--- src/rtl/core_cyc_pkg.sv ---
package core_cyc_pkg;

    typedef enum logic [1:0] {
        OP_READ  = 2'b00,
        OP_WRITE = 2'b01,
        OP_INC   = 2'b10,
        OP_RDALT = 2'b11
    } op_e;

    typedef enum logic [1:0] {
        ST_IDLE,
        ST_SENSE,
        ST_RESTORE,
        ST_DONE
    } cyc_state_e;

endpackage

--- src/rtl/core_cyc_fsm.sv ---
module core_cyc_fsm
    import core_cyc_pkg::*;
#(
    parameter int ACCESS_DLY = 3,
    parameter int WRITE_LEN  = 2
) (
    input  logic clk,
    input  logic rst_n,
    input  logic start,
    output logic ph_sense,
    output logic ph_restore,
    output logic strobe,
    output logic done,
    output logic ready
);
    localparam int LONGEST = (ACCESS_DLY > WRITE_LEN) ? ACCESS_DLY : WRITE_LEN;
    localparam int CNT_W   = $clog2(LONGEST + 1);
    localparam logic [CNT_W-1:0] SENSE_LAST   = CNT_W'(ACCESS_DLY - 1);
    localparam logic [CNT_W-1:0] RESTORE_LAST = CNT_W'(WRITE_LEN - 1);

    cyc_state_e       state_q, state_d;
    logic [CNT_W-1:0] cnt_q;

    always_ff @(posedge clk or negedge rst_n) begin
        if (!rst_n) begin
            state_q <= ST_IDLE;
            cnt_q   <= '0;
        end else begin
            state_q <= state_d;
            if (state_d != state_q) cnt_q <= '0;
            else                    cnt_q <= cnt_q + 1'b1;
        end
    end

    always_comb begin
        state_d = state_q;
        unique case (state_q)
            ST_IDLE:    if (start)                 state_d = ST_SENSE;
            ST_SENSE:   if (cnt_q == SENSE_LAST)   state_d = ST_RESTORE;
            ST_RESTORE: if (cnt_q == RESTORE_LAST) state_d = ST_DONE;
            ST_DONE:                               state_d = ST_IDLE;
            default:                               state_d = ST_IDLE;
        endcase
    end

    always_comb begin
        ph_sense   = 1'b0;
        ph_restore = 1'b0;
        strobe     = 1'b0;
        done       = 1'b0;
        ready      = 1'b0;
        unique case (state_q)
            ST_IDLE:    ready = 1'b1;
            ST_SENSE: begin
                ph_sense = 1'b1;
                strobe   = (cnt_q == SENSE_LAST);
            end
            ST_RESTORE: ph_restore = 1'b1;
            ST_DONE:    done = 1'b1;
            default:    ready = 1'b0;
        endcase
    end

endmodule

--- src/rtl/core_plane_array.sv ---
module core_plane_array #(
    parameter int XN     = 4,
    parameter int YN     = 4,
    parameter int DATA_W = 8
) (
    input  logic              clk,
    input  logic [XN-1:0]     sel_x,
    input  logic [YN-1:0]     sel_y,
    input  logic              sel_dir,
    input  logic              clear_now,
    input  logic [DATA_W-1:0] inh_en,
    output logic [DATA_W-1:0] sense_bits
);
    localparam int NW = XN * YN;

    logic [DATA_W-1:0] word_sense [NW];

    for (genvar iy = 0; iy < YN; iy++) begin : g_row
        for (genvar ix = 0; ix < XN; ix++) begin : g_col
            logic              hit;
            logic [DATA_W-1:0] cores_q;
            assign hit = sel_x[ix] & sel_y[iy];
            always_ff @(posedge clk) begin
                if (hit && !sel_dir && clear_now) cores_q <= '0;
                else if (hit && sel_dir)          cores_q <= cores_q | ~inh_en;
            end
            assign word_sense[iy*XN + ix] = (hit && !sel_dir) ? cores_q : '0;
        end
    end

    always_comb begin
        sense_bits = '0;
        for (int k = 0; k < NW; k++) sense_bits = sense_bits | word_sense[k];
    end

endmodule

--- src/rtl/core_cycle_ctrl.sv ---
module core_cycle_ctrl
    import core_cyc_pkg::*;
#(
    parameter int ADDR_W     = 4,
    parameter int DATA_W     = 8,
    parameter int ACCESS_DLY = 3,
    parameter int WRITE_LEN  = 2,
    localparam int XA_W = ADDR_W / 2,
    localparam int YA_W = ADDR_W - XA_W,
    localparam int XN   = 2 ** XA_W,
    localparam int YN   = 2 ** YA_W
) (
    input  logic              clk,
    input  logic              rst_n,
    input  logic              req_valid,
    input  logic [1:0]        req_op,
    input  logic [ADDR_W-1:0] req_addr,
    input  logic [DATA_W-1:0] req_wdata,
    output logic              req_ready,
    output logic              rsp_done,
    output logic [DATA_W-1:0] rsp_rdata,
    output logic [XN-1:0]     sel_x,
    output logic [YN-1:0]     sel_y,
    output logic              sel_dir,
    output logic [DATA_W-1:0] inh_en,
    output logic              line_mode,
    output logic              sense_strobe
);
    logic              ph_sense, ph_restore, accept, driving;
    op_e               op_q;
    logic [ADDR_W-1:0] addr_q;
    logic [DATA_W-1:0] wdata_q, sensed_q, store_val, sense_bits;

    assign accept  = req_valid & req_ready;
    assign driving = ph_sense | ph_restore;

    core_cyc_fsm #(.ACCESS_DLY(ACCESS_DLY), .WRITE_LEN(WRITE_LEN)) u_fsm (
        .clk        (clk),
        .rst_n      (rst_n),
        .start      (accept),
        .ph_sense   (ph_sense),
        .ph_restore (ph_restore),
        .strobe     (sense_strobe),
        .done       (rsp_done),
        .ready      (req_ready)
    );

    always_ff @(posedge clk or negedge rst_n) begin
        if (!rst_n) begin
            op_q      <= OP_READ;
            addr_q    <= '0;
            wdata_q   <= '0;
            sensed_q  <= '0;
            rsp_rdata <= '0;
        end else begin
            if (accept) begin
                op_q    <= op_e'(req_op);
                addr_q  <= req_addr;
                wdata_q <= req_wdata;
            end
            if (sense_strobe) begin
                sensed_q <= sense_bits;
                if (op_q != OP_WRITE) rsp_rdata <= sense_bits;
            end
        end
    end

    always_comb begin
        unique case (op_q)
            OP_WRITE: store_val = wdata_q;
            OP_INC:   store_val = sensed_q + 1'b1;
            default:  store_val = sensed_q;
        endcase
    end

    assign sel_x     = driving ? (XN'(1) << addr_q[XA_W-1:0])      : '0;
    assign sel_y     = driving ? (YN'(1) << addr_q[ADDR_W-1:XA_W]) : '0;
    assign sel_dir   = ph_restore;
    assign line_mode = ph_restore;
    assign inh_en    = ph_restore ? ~store_val : '0;

    core_plane_array #(.XN(XN), .YN(YN), .DATA_W(DATA_W)) u_array (
        .clk        (clk),
        .sel_x      (sel_x),
        .sel_y      (sel_y),
        .sel_dir    (sel_dir),
        .clear_now  (sense_strobe),
        .inh_en     (inh_en),
        .sense_bits (sense_bits)
    );

endmodule

--- config.mk ---
export PLATFORM = sky130hd
export DESIGN_NAME = core_cycle_ctrl
export DESIGN_NICKNAME = d
export VERILOG_FILES = /design/src/rtl/core_cyc_pkg.sv /design/src/rtl/core_cyc_fsm.sv /design/src/rtl/core_plane_array.sv /design/src/rtl/core_cycle_ctrl.sv
export SDC_FILE = /design/constraint.sdc
export NUM_CORES = 1
export LEC_CHECK = 0
export BUFFER_PORTS_ARGS = -buffer_cell sky130_fd_sc_hd__buf_2
export CAP_MARGIN = 10
export CORE_MARGIN = 2
export CORE_UTILIZATION = 40
export DETAILED_ROUTE_END_ITERATION = 8
export GPL_TIMING_DRIVEN = 0
export PLACE_DENSITY = 0.66
export SETUP_SLACK_MARGIN = 0.2
export SYNTH_ARGS = -nofsm -noshare
export SYNTH_HDL_FRONTEND = slang
export SYNTH_SLANG_ARGS = --single-unit
--- constraint.sdc ---
create_clock -name clk -period 2.6 [get_ports clk]
set_input_delay 0.39 -clock clk [delete_from_list [all_inputs] [get_ports clk]]
set_output_delay 0.39 -clock clk [all_outputs]
set_load 0.1 [all_outputs]
==> flow_summary_export.csv <==
group,metric,value,unit
grt,grt_max_degree,35,
grt,grt_pass1_vias,6945,
sta,relSlewSlack,46.8,%
logic_synthesis,synthCells,819,
sta,timing.final.hold_violations,0,
power,ir_worst_vdd,1120,uV
placed_design,hpwlAfterDp,17.8,mm
grt,antenna_found_initial,0,
worst_setup_path,start_kind,"flip-flop",
clock_network,cts_sinks,162,
final_layout,drive_gt1_share,28.1,%
outcome,violations,"negative setup slack",
logic_synthesis,yosysSeqAreaShare,46.7,%
logic_synthesis,synthTopCellsByArea,"dfxtp_1 35%, dfrtp_1 12%, nor2_1 6.5%",
clock_network,root_buffer,"clkbuf_16",
worst_setup_path,cp_slowest_cell,"dfrtp_1",
logic_synthesis,syn_nets,845,
routing,drt_iter0_markers,1084,
logic_synthesis,synth-edff-count,0,
routing,ant_nets,0,
worst_setup_path,ff2ff_path_depth,7,
floorplan,die-area,0.0194,mm^2
clock_network,clk_latency,0.45,ns
worst_setup_path,cp_top_family,"flip-flops",
routing,routed-via-count,7149,
logic_synthesis,yosys-top-cells-count,"128 x dfxtp_1, 126 x nor2_1, 90 x nand2_1",
final_layout,nets,945,
power,power.density,1530,mW/mm^2
routing,wl,26.7,mm
floorplan,rows,49,
sta,fin_skew,0.0156,ns
worst_setup_path,critPathRequiredTime,2.21,ns
worst_setup_path,path_cells,"nand3_1 > nor3_4 > mux2i_4 > o21ai_4 > buf_6 > nor2_4 > buf_12",
floorplan,pin_count,46,
worst_hold_path,hold_class,"in2async",
logic_synthesis,synth_area_per_cell,8.92,um^2
logic_synthesis,synth_cell_type_count,61,
routing,drt_pre_antenna_iters,5,
worst_setup_path,path_buf_inv,2,
logic_synthesis,synth_top_cell_by_area,"dfxtp_1",
logic_synthesis,ys.flop_type,"dfxtp_1",
sta,fin_ws,-0.0569,ns
worst_setup_path,slowest_delay,0.54,ns
routing,drc,0,
clock_network,h-tree-depth,4,
clock_network,clockBufferDepth,2,
grt,grt_pass1_wl,40.4,mm
logic_synthesis,ys.warnings.count,0,
grt,grt_overflow,0,
logic_synthesis,netlist_area,0.00731,mm^2
sta,period_needed,2.66,ns
clock_network,cts_buffers,17,
sta,timing.hold.ws,0.0184,ns
worst_setup_path,cp_max_fo,6,
sta,worstMarginPinSlew,0.799,ns
logic_synthesis,yosysTopAreaCellShare,35.1,%
clock_network,cts.clk_slew.worst_paths,0.07,ns
routing,viasPerCell,6.16,
clock_network,cts_tree,"done",
worst_setup_path,cp_num_cells,7,
job,drv_cap,0,
floorplan,core,0.0180,mm^2
grt,grt.total_usage,27.4,%
sta,finalMaxSlewViolations,0,
worst_setup_path,worstPathArrival,2.27,ns
sta,rsz0062_at_grt,"true",
outcome,status,"finished, violations left",
floorplan,fp.dieH,139,um
final_layout,final_core_util,53.2,%
routing,routedWlPerCell,23.0,um
sta,finalSetupViolCount,2,
final_layout,antennaDiodeCount,0,
floorplan,chipWidth,139,um
placed_design,portBuffers,45,
sta,period_share,102,%
logic_synthesis,ys_ff_latch,162,
sta,max_freq,376,MHz
power,power.total,14.6,mW
worst_setup_path,path_class,"reg2out",
floorplan,floorplan.initialDensity,40.7,%
placed_design,dpl_worst_slack,-0.348,ns
final_layout,syn2layout_area_growth,30.7,%
worst_setup_path,endpoint_kind,"primary output",
logic_synthesis,async_flop_share,21.0,%
power,p_leak,3.79,nW
logic_synthesis,yosysMostFrequentCell,"dfxtp_1",
placed_design,gp_congestion,0.968,
-- final timing paths --
path	from	endpoint	slack, ns
worst min-delay path	rst_n	u_fsm.state_q[0]	0.02
worst max-delay path	sensed_q[4]	inh_en[7]	-0.06
min in group clk	req_op[1]	op_q[1]	0.17
max in group asynchronous	rst_n	addr_q[3]	2.01
worst min register to register	u_fsm.cnt_q[0]	u_fsm.cnt_q[0]	0.45
worst max register to register	u_fsm.state_q[1]	rsp_rdata[6]	0.27
-- logic make-up (layout without fill, tap and decap cells) --
kind of cell	count (synthesis)	in the layout	synth area share, %
AOI/OAI and AO/OA	228	228	20.4
adders and majority gates	9	9	1.54
buffers and inverters	64	177	4.50
DFF	162	162	46.7
muxes	48	48	7.72
and+or+nand+nor	308	308	19.2
-- layout by cell type (no fill, tap or decap), types with 9 or more instances in the layout --
cell,count
buf_6,16
buf_8,9
a22oi_1,15
buf_12,14
a22o_1,33
buf_4,42
mux2_2,27
mux2i_1,13
a21oi_1,77
nand2_1,85
inv_1,11
o21ai_1,9
clkbuf_16,18
nor2_1,114
o21ai_0,36
nand3_1,32
dfrtp_1,28
buf_2,37
dfxtp_1,128
nor2_4,10
-- layer usage --
layer	track usage [%]	vias up	share of wire (%)
li1	-	3133	-
met1	35.9	3462	40
met2	41.7	454	45
met3	6.28	98	10
met4	15.2	2	4.8
met5	2.26	-	0.20
-- stage by stage --
| step | setup TNS [ns] | cells | instance area (um^2) |
|---|---|---|---|
| 6_report | -0.0737 | 1161 | 9550 |
| 5_1_grt | -0.206 | 1161 | 9550 |
| 4_1_cts | -0.104 | 1152 | 9350 |
| 3_5_place_dp | -2.74 | 1093 | 7930 |
| 3_3_place_gp | -2.36 | 1093 | 7930 |
| 2_1_floorplan | 0 | 819 | 7420 |
-- what timing repair did --
item | CTS | global route
endpoints found under the hold margin | 0 | 0
gates resized for setup | 146 | 39
setup buffers | 26 | 9
setup endpoints to repair | 92 | 30
pin swaps | 18 | 11
hold buffers | 0 | 0
gates cloned | 1 | 0
-- layout make-up --
type                       instances  area, um^2
buffer                            48         420
multi-input combinational        593        3980
sequential                       162        3420
timing repair buffer              81         762
clock buffer                      21         472
inverter                          16        66.3
tap                              229         287
clock inverter                    11         151
fill                            1582        8410
-- state kept, by name, summed over array words and instances (netlist names) --
signal,flops
addr_q,4
op_q,2
rsp_rdata,8
sensed_q,8
u_array.g_row.g_col.cores_q,128
u_fsm.cnt_q,2
u_fsm.state_q,2
wdata_q,8
-- power by group --
part	switching, mW	total (mW)	internal, mW
combinational	5.39	8.36	2.97
clock	1.09	2.69	1.60
sequential	0.441	3.53	3.09
total	6.92	14.6	7.66
Note: power is estimated with default switching activity, not from simulation.
